$ cat src/rtl/mpe_pkg.sv
package mpe_pkg;
  // Port numbering is fixed: the arbiter decodes bit 0 as control memory.
  localparam int unsigned NPORT = 2;

  typedef enum int unsigned {
    PORT_CTRL = 0,
    PORT_PKT  = 1
  } port_e;

  typedef enum logic {
    SRC_ICACHE = 1'b0,
    SRC_DCACHE = 1'b1
  } src_e;
endpackage

$ cat src/rtl/mpe_wbuf.sv
module mpe_wbuf #(
  parameter int unsigned W     = 33,
  parameter int unsigned DEPTH = 4
) (
  input  logic         clk,
  input  logic         rst_n,
  input  logic         push,
  input  logic         pop,
  input  logic [W-1:0] din,
  output logic [W-1:0] dout,
  output logic         full,
  output logic         empty
);
  localparam int unsigned AW = (DEPTH > 2) ? $clog2(DEPTH) : 1;
  localparam int unsigned CW = $clog2(DEPTH + 1);

  logic [W-1:0]  mem_q [DEPTH];
  logic [AW-1:0] wp_q, wp_d, rp_q, rp_d;
  logic [CW-1:0] cnt_q, cnt_d;
  logic          push_ok, pop_ok;

  assign full    = (cnt_q == CW'(DEPTH));
  assign empty   = (cnt_q == '0);
  assign push_ok = push & ~full;
  assign pop_ok  = pop & ~empty;
  assign dout    = mem_q[rp_q];

  always_comb begin
    wp_d  = wp_q;
    rp_d  = rp_q;
    cnt_d = cnt_q;
    if (push_ok) wp_d = (wp_q == AW'(DEPTH - 1)) ? '0 : wp_q + 1'b1;
    if (pop_ok)  rp_d = (rp_q == AW'(DEPTH - 1)) ? '0 : rp_q + 1'b1;
    if (push_ok && !pop_ok)      cnt_d = cnt_q + 1'b1;
    else if (!push_ok && pop_ok) cnt_d = cnt_q - 1'b1;
  end

  always_ff @(posedge clk or negedge rst_n) begin
    if (!rst_n) begin
      wp_q  <= '0;
      rp_q  <= '0;
      cnt_q <= '0;
    end else begin
      wp_q  <= wp_d;
      rp_q  <= rp_d;
      cnt_q <= cnt_d;
    end
  end

  // Storage carries no reset; the write enable is the only clock enable.
  always_ff @(posedge clk) begin
    if (push_ok) mem_q[wp_q] <= din;
  end

  p_count_range_r8: assert property (@(posedge clk) disable iff (!rst_n)
    cnt_q <= CW'(DEPTH));
  p_no_overflow_r8: assert property (@(posedge clk) disable iff (!rst_n)
    (full && push && !pop) |=> full);
endmodule

$ cat src/rtl/mpe_lock.sv
module mpe_lock (
  input  logic clk,
  input  logic rst_n,
  input  logic err,
  input  logic en,
  input  logic clr,
  output logic lock
);
  logic lock_q, lock_d;

  // Setting dominates clearing when both land in one cycle.
  always_comb begin
    lock_d = lock_q;
    if (clr)       lock_d = 1'b0;
    if (err && en) lock_d = 1'b1;
  end

  always_ff @(posedge clk or negedge rst_n) begin
    if (!rst_n) lock_q <= 1'b0;
    else        lock_q <= lock_d;
  end

  assign lock = lock_q;

  p_lock_hold_r10: assert property (@(posedge clk) disable iff (!rst_n)
    (lock_q && !clr) |=> lock_q);
  p_set_wins_r11: assert property (@(posedge clk) disable iff (!rst_n)
    (err && en) |=> lock_q);
endmodule

$ cat src/rtl/mpe_port.sv
module mpe_port #(
  parameter int unsigned DATA_W = 32,
  parameter int unsigned LAT_W  = 8,
  parameter int unsigned DEPTH  = 4
) (
  input  logic              clk,
  input  logic              rst_n,
  input  logic              force_hi,
  input  logic              lat_esc,
  input  logic              full_esc,
  input  logic              wbuf_off,
  input  logic [LAT_W-1:0]  xover,
  input  logic              wr_valid,
  input  logic              wr_src,
  input  logic [DATA_W-1:0] wr_data,
  input  logic              gnt,
  output logic              wr_ready,
  output logic              req,
  output logic              req_src,
  output logic [DATA_W-1:0] req_data,
  output logic              prio_hi,
  output logic              full,
  output logic              empty
);
  localparam int unsigned EW = DATA_W + 1;

  logic [EW-1:0]    head;
  logic [LAT_W-1:0] lat_q, lat_d;
  logic             crossed;

  mpe_wbuf #(.W(EW), .DEPTH(DEPTH)) u_wbuf (
    .clk   (clk),
    .rst_n (rst_n),
    .push  (wr_valid & ~wbuf_off),
    .pop   (gnt & ~wbuf_off),
    .din   ({wr_src, wr_data}),
    .dout  (head),
    .full  (full),
    .empty (empty)
  );

  assign req      = wbuf_off ? wr_valid : ~empty;
  assign req_src  = wbuf_off ? wr_src   : head[EW-1];
  assign req_data = wbuf_off ? wr_data  : head[DATA_W-1:0];
  assign wr_ready = wbuf_off ? gnt      : ~full;

  // Waiting-time counter, saturating, cleared by grant or idle.
  always_comb begin
    lat_d = lat_q;
    if (!req || gnt)      lat_d = '0;
    else if (lat_q != '1) lat_d = lat_q + 1'b1;
  end

  always_ff @(posedge clk or negedge rst_n) begin
    if (!rst_n) lat_q <= '0;
    else        lat_q <= lat_d;
  end

  assign crossed = req & (lat_q >= xover);
  assign prio_hi = force_hi | (lat_esc & crossed) | (full_esc & full);

  p_lat_clear_r3: assert property (@(posedge clk) disable iff (!rst_n)
    gnt |=> (lat_q == '0));
  p_full_escalate_r4: assert property (@(posedge clk) disable iff (!rst_n)
    (full_esc && full) |-> prio_hi);
  p_bypass_frozen_r9: assert property (@(posedge clk) disable iff (!rst_n)
    wbuf_off |=> ($stable(empty) && $stable(full)));
endmodule

$ cat src/rtl/mem_prio_escalator.sv
module mem_prio_escalator
  import mpe_pkg::*;
#(
  parameter int unsigned DATA_W = 32,
  parameter int unsigned LAT_W  = 8,
  parameter int unsigned DEPTH  = 4
) (
  input  logic                         clk,
  input  logic                         rst_n,
  input  logic [NPORT-1:0]             cfg_force_hi,
  input  logic [NPORT-1:0]             cfg_lat_esc,
  input  logic [NPORT-1:0]             cfg_full_esc,
  input  logic [NPORT-1:0]             cfg_wbuf_off,
  input  logic [NPORT-1:0][LAT_W-1:0]  cfg_xover,
  input  logic                         cfg_lock_on_err,
  input  logic [NPORT-1:0]             wr_valid,
  input  logic [NPORT-1:0]             wr_src,
  input  logic [NPORT-1:0][DATA_W-1:0] wr_data,
  input  logic [NPORT-1:0]             mem_gnt,
  input  logic                         err_pulse,
  input  logic                         lock_clr,
  output logic [NPORT-1:0]             wr_ready,
  output logic [NPORT-1:0]             mem_req,
  output logic [NPORT-1:0]             mem_src,
  output logic [NPORT-1:0][DATA_W-1:0] mem_data,
  output logic [NPORT-1:0]             prio_hi,
  output logic                         arb_lock,
  output logic [NPORT-1:0]             wbuf_full,
  output logic [NPORT-1:0]             wbuf_empty
);
  // rst_n is expected to leave the reset tree already synchronised to clk.
  for (genvar p = 0; p < NPORT; p++) begin : g_port
    mpe_port #(.DATA_W(DATA_W), .LAT_W(LAT_W), .DEPTH(DEPTH)) u_port (
      .clk      (clk),
      .rst_n    (rst_n),
      .force_hi (cfg_force_hi[p]),
      .lat_esc  (cfg_lat_esc[p]),
      .full_esc (cfg_full_esc[p]),
      .wbuf_off (cfg_wbuf_off[p]),
      .xover    (cfg_xover[p]),
      .wr_valid (wr_valid[p]),
      .wr_src   (wr_src[p]),
      .wr_data  (wr_data[p]),
      .gnt      (mem_gnt[p]),
      .wr_ready (wr_ready[p]),
      .req      (mem_req[p]),
      .req_src  (mem_src[p]),
      .req_data (mem_data[p]),
      .prio_hi  (prio_hi[p]),
      .full     (wbuf_full[p]),
      .empty    (wbuf_empty[p])
    );
  end

  mpe_lock u_lock (
    .clk   (clk),
    .rst_n (rst_n),
    .err   (err_pulse),
    .en    (cfg_lock_on_err),
    .clr   (lock_clr),
    .lock  (arb_lock)
  );
endmodule

$ cat config.mk
export PLATFORM = sky130hd
export DESIGN_NAME = mem_prio_escalator
export DESIGN_NICKNAME = d
export VERILOG_FILES = /design/src/rtl/mpe_pkg.sv /design/src/rtl/mpe_wbuf.sv /design/src/rtl/mpe_lock.sv /design/src/rtl/mpe_port.sv /design/src/rtl/mem_prio_escalator.sv
export SDC_FILE = /design/constraint.sdc
export NUM_CORES = 1
export LEC_CHECK = 0
export BUFFER_PORTS_ARGS = -buffer_cell sky130_fd_sc_hd__buf_2
export CORE_AREA = 10 10 160 162
export DETAILED_ROUTE_END_ITERATION = 16
export DIE_AREA = 0 0 170 172
export PLACE_DENSITY_LB_ADDON = 0.08
export SLEW_MARGIN = 10
export SYNTH_ARGS = -nofsm -noshare
export SYNTH_HDL_FRONTEND = slang
export SYNTH_SLANG_ARGS = --single-unit
export TNS_END_PERCENT = 50
$ cat constraint.sdc
create_clock -name clk -period 2.8 [get_ports clk]
set_input_delay 0 -clock clk [delete_from_list [all_inputs] [get_ports clk]]
set_output_delay 0 -clock clk [all_outputs]
set_load 0.01 [all_outputs]
* After elaboration in Yosys (flattened, before gate mapping)
Memories as Yosys holds them, arrays and structs flattened.
Cells that the tools add are included.
** Storage, ports and cells
- Register bits after elaboration :: 31
- Latch bits :: 0
- RAM bits :: 264
- Memory bits (read-only) :: 0
- Input bits :: 99
- Memories kept :: 2
** Cells by class
- Add/sub/neg operators :: 10
- $mul :: 0
- Divide/modulo/power cells :: 0
- $lt $le $gt $ge :: 2
- Equality and inequality tests :: 8
- Shifts and indexed selects :: 0
- Mux-type cells :: 26
- Bitwise operators :: 24
- Reductions and logical operators :: 20
** Memory list
- g_port[0].u_port.u_wbuf.mem_q :: words 4, bits a word 33, read ports 1, clocked after Yosys merged registers in 0, write ports 1, RTL line mpe_wbuf.sv:17 : logic [W-1:0] mem_q [DEPTH];
- g_port[1].u_port.u_wbuf.mem_q :: words 4, bits a word 33, read ports 1, clocked after Yosys merged registers in 0, write ports 1, RTL line mpe_wbuf.sv:17
** Operator list (count)
- $mux 32 :: 2
- $mux 8 :: 4
- $add 8x1->8 const B :: 2
- $ge 8x8->1 :: 2
- $ne 8x8->1 const B :: 2
- $and 1x1->1 :: 14
- $mux 1 :: 12
- $mux 3 :: 4
- $reduce_bool 2->1 :: 5
- $add 2x1->2 const B :: 4
- $eq 2x2->1 const B :: 4
- $mux 2 :: 4
- $add 3x1->3 const B :: 2
- $eq 3x3->1 const B :: 2
- $logic_not 1->1 :: 6
- $logic_not 3->1 :: 2
- $not 1->1 :: 6
- $sub 3x1->3 const B :: 2
- $logic_and 1x1->1 :: 5
- $or 1x1->1 :: 4
- $logic_or 1x1->1 :: 2

* Logic depth before layout (Yosys ltp)
- Depth after elaboration :: 7
- Gate-level depth with buffers :: 9

* Hierarchy
From an unflattened synthesis, not the netlist that was laid out.
** Second synthesis, totals
- Cells, all modules :: 640
- Area, all modules :: 12592.1 sq um
** By module, submodules not included
- mpe_wbuf (g_port[0].u_port.u_wbuf) :: instances 1, cells each 210, area each 5206.2 sq um, sequential area each 4139.0 sq um
- mpe_wbuf (g_port[1].u_port.u_wbuf) :: instances 1, cells each 210, area each 5202.5 sq um, sequential area each 4139.0 sq um
- mpe_port :: instances 2, cells each 108, area each 1071.0 sq um, sequential area each 200.2 sq um
- mpe_lock :: instances 1, cells each 4, area each 41.3 sq um, sequential area each 25.0 sq um

* Least setup slack after synthesis
OpenSTA, ideal clock, no wires.
- Path kind :: reg2reg
- Start :: register g_port[0].u_port.u_wbuf.cnt_q[2]
- End :: memory g_port[0].u_port.u_wbuf.mem_q[3][0], enable pin
- Library setup time :: 0.393 ns
- Data arrival time :: 1.891 ns
- Required time :: 2.407 ns
- Slack :: 0.516 ns
- Stages on the path, launching flop included :: 4
- Buffers on the path :: 0
- Clock period less this slack :: 2.284 ns
- Path through :: dfrtp_1 > nor3b_1 > nor3_1 > and2_1
** On the way
- Word-level cells in the longest chain between the ends :: 5
** Ends and longest elaborated chain
- start, declared :: RTL line mpe_wbuf.sv:19 : logic [CW-1:0] cnt_q, cnt_d;
- start signal, assigned :: RTL line mpe_wbuf.sv:46 : cnt_q <= cnt_d;
- $eq 3x3->1 :: RTL line mpe_wbuf.sv:22 : assign full = (cnt_q == CW'(DEPTH));
- named net g_port[0].u_port.full :: RTL line mpe_port.sv:22 : output logic full,
- $not 1->1 :: RTL line mpe_wbuf.sv:24 : assign push_ok = push & ~full;
- $and 1x1->1 :: RTL line mpe_wbuf.sv:24
- named net g_port[0].u_port.u_wbuf.push_ok :: RTL line mpe_wbuf.sv:20 : logic push_ok, pop_ok;
- $mux 1 :: RTL line mpe_wbuf.sv:52 : if (push_ok) mem_q[wp_q] <= din;
- $mux 1 (implied by the code) :: RTL line mpe_wbuf.sv:52
- end, declared :: RTL line mpe_wbuf.sv:17
The timed path passes the listed nets, and every way through them passes these cells.

==> metrics <==
PwrDens=834 mW/mm^2; Hold WC Path Type=in -> async; hold violation total from the final report=0; Clock Tree Buf Depth=3; status=finished, final reports clean; CP arrival=2.56 ns; Net Count, Synth=795; Startpoint Class=register; multi-input logic area=0.00351 mm^2; crit-path max cell delay=0.70 ns; met1 usage=0.223; Vias=6861; slowest CP cell=dfrtp_2; WS Path Type=reg -> out; routability cong.=0.767; Leakage=0.00578 uW; power share of the combinational group=0.271; final worst-path cycle share=0.914; fmax=0.391 GHz; Rel. slew slack=0.529; share of layout cells above drive strength 1=0.387; clock power share=0.292; vias in the first global route=7657; Tot Pwr=12900 uW; Area growth syn-to-layout=22.6%; gr busiest metal=met2; via/cell ratio=5.55; GRT Resource Usage Total=0.176; fin cells=1236; Switching Fraction=0.274; Int Power=9380 uW; Syn. warnings=0; RSZ-0062 raised after global routing=false; Skew-Pair Late Insertion Delay=0.55 ns; FFs w/ async S/R, synth=0.105; die area=0.0292 mm^2; GR Layer Usage met3=0.0369; max_cap viols=0; Flop pwr share=0.437; initial antenna violation count=0; Syn Inst Count=664; Final nets=1058; gr ovfl total=0; register area share after synthesis=0.689; Primary FF master, synth=edfxtp_1; number of flops mapped to enable cells by yosys=264; Top-Level Pins=176; clk sinks=295; Worst-path clk slew=0.06 ns; # fillers=1436; Die Wd=170 um; Mapped Area=0.0126 mm^2; DR iter-0 viols=452; Port Buffers=175; largest net degree at the start of global routing=36; register area=0.00871 mm^2; Setup Fix Bufs, Post-CTS=0; first-pass GRT wire length=41000 um; VDD IR max=668 uV; H-tree levels=1; CTS tree=built; CTS buffer count=30; met2 usage=0.303; Setup TNS=0 ns; FP Rows=55; Yosys cell types=41; initial core utilization=0.565; Yosys reg bits=295; Sw Pwr=3530 uW; Crit. End Element=primary output; Final ANT Viol Nets=0; min Tclk post-route=2.56 ns; routed wire length=25600 um; Root Driver=clkbuf_16; Worst Max-Slew Pin Slew=0.706 ns; dpl hpwl=16100 um; Post-route DRC=0; syn_area_per_cell=19.0 um^2; placed insts=1104; Avg WL per Cell=20.7 um; max-slew violations=0; Die Ht=172 um; CP Cell Sequence=buf_12 -> mux4_1 -> mux2_2 -> buf_2; Crit path required time=2.80 ns; number of diodes=0; core region area=0.0224 mm^2; Max Clock Skew=0.0126 ns; post_cts resized=0; drt first pass iters=4; Final Setup Violations=0; Critical Path Fanout Max=21
==> logic make-up after synthesis <==
logic type | synth area share
AOI/OAI and AO/OA | 0.0158
xor gates and xnor gates | 0.00832
adders and majority gates | 0.0329
buffers and inverters | 0.0329
DFF | 0.689
muxes | 0.190
and+or+nand+nor | 0.0312
==> worst paths after layout <==
check | endpoint | cells past startpoint | start | slack, ns
worst max-delay path | mem_data[31] | 4 | g_port[0].u_port.u_wbuf.rp_q[0]$_DFFE_PN0P_ | 0.24
worst min-delay path | g_port[0].u_port.lat_q[0]$_DFFE_PN0P_ | 2 | rst_n | 0.04
worst max register to register | g_port[0].u_port.u_wbuf.cnt_q[2]$_DFFE_PN0P_ | 8 | g_port[0].u_port.u_wbuf.cnt_q[2]$_DFFE_PN0P_ | 0.48
worst min register to register | g_port[0].u_port.u_wbuf.cnt_q[2]$_DFFE_PN0P_ | 1 | g_port[0].u_port.u_wbuf.cnt_q[2]$_DFFE_PN0P_ | 0.50
max in group asynchronous | g_port[1].u_port.u_wbuf.rp_q[0]$_DFFE_PN0P_ | 2 | rst_n | 2.26
min in group clk | g_port[0].u_port.lat_q[4]$_DFFE_PN0P_ | 5 | wr_valid[0] | 0.12
==> repair_timing <==
| item | 4_1_cts | 5_1_grt |
|---|---|---|
| endpoints found under the hold margin | 320 | 0 |
| hold buffers | 76 | 0 |
| setup endpoints to repair | 0 | 0 |
==> worst max-delay path: cells and delay by family, from the launching register on <==
| kind | cells | cell delay, ns |
|---|---|---|
| buffers and inverters | 2 | 0.43 |
| multiplexers | 2 | 0.87 |
| flip-flops | 1 | 0.70 |
==> power by group through the flow <==
stage | clock (uW) | sequential (uW) | combinational (uW)
floorplan | 0 | 5560 | 2710
global placement | 0 | 5720 | 3410
detailed placement | 0 | 5750 | 3460
CTS | 3840 | 5670 | 3570
global route | 4030 | 5710 | 3810
finish | 3770 | 5650 | 3490
==> layer usage <==
metal	vias up	part of all wire	wire, um
met2	163	0.51	13100
met1	3509	0.41	10600
li1	3149	-	-
met3	40	0.053	1350
met4	0	0.019	488
met5	-	0	0
==> placed cells by master, fill, tap and decap left out, types with 11 or more instances in the layout <==
cell type,n
buf_2,175
nor2_1,28
nor3_1,13
nand2_1,18
clkbuf_16,31
mux4_2,56
dfrtp_1,29
inv_1,30
dlygate4sd3_1,76
mux2_2,72
ha_1,30
a21oi_1,11
edfxtp_1,264
==> layout make-up <==
cell class,count,area share
Tap cell,285,0.0230
Multi-Input combinational cell,303,0.227
Inverter,30,0.00727
Timing Repair Buffer,267,0.120
Clock inverter,14,0.00606
Clock buffer,42,0.0547
Sequential cell,295,0.562
==> metrics by stage <==
step	cell area (um^2)	util	hold slack (ns)	worst slack, ns
final	15500	0.692	0.0401	0.239
after global routing	15500	0.692	0.101	0.0846
after CTS	15500	0.692	0.0418	0.160
after detailed placement	13800	0.616	0.0913	0.330
after global placement	13800	0.616	0.0625	0.466
after floorplan	12600	-	-0.296	0.516
==> Yosys cell counts (9+ instances only) <==
cell / n / area, um^2
dfrtp_1: 31 / 776
buf_4: 12 / 90.1
mux4_1: 10 / 263
nor2_1: 28 / 105
a21oi_1: 11 / 55.1
mux2_2: 72 / 811
inv_1: 30 / 113
nand2_1: 18 / 67.6
nor3_1: 13 / 65.1
o21ai_0: 9 / 45.0
mux4_2: 56 / 1260
edfxtp_1: 264 / 7930
ha_1: 30 / 375
==> sequential cells by signal, indices dropped and copies added (netlist names) <==
register / flops
g_port.u_port.u_wbuf.cnt_q: 6
g_port.u_port.u_wbuf.mem_q: 264
u_lock.lock: 1
g_port.u_port.lat_q: 16
g_port.u_port.u_wbuf.wp_q: 4
g_port.u_port.u_wbuf.rp_q: 4
(Power assumes the default switching activity.)
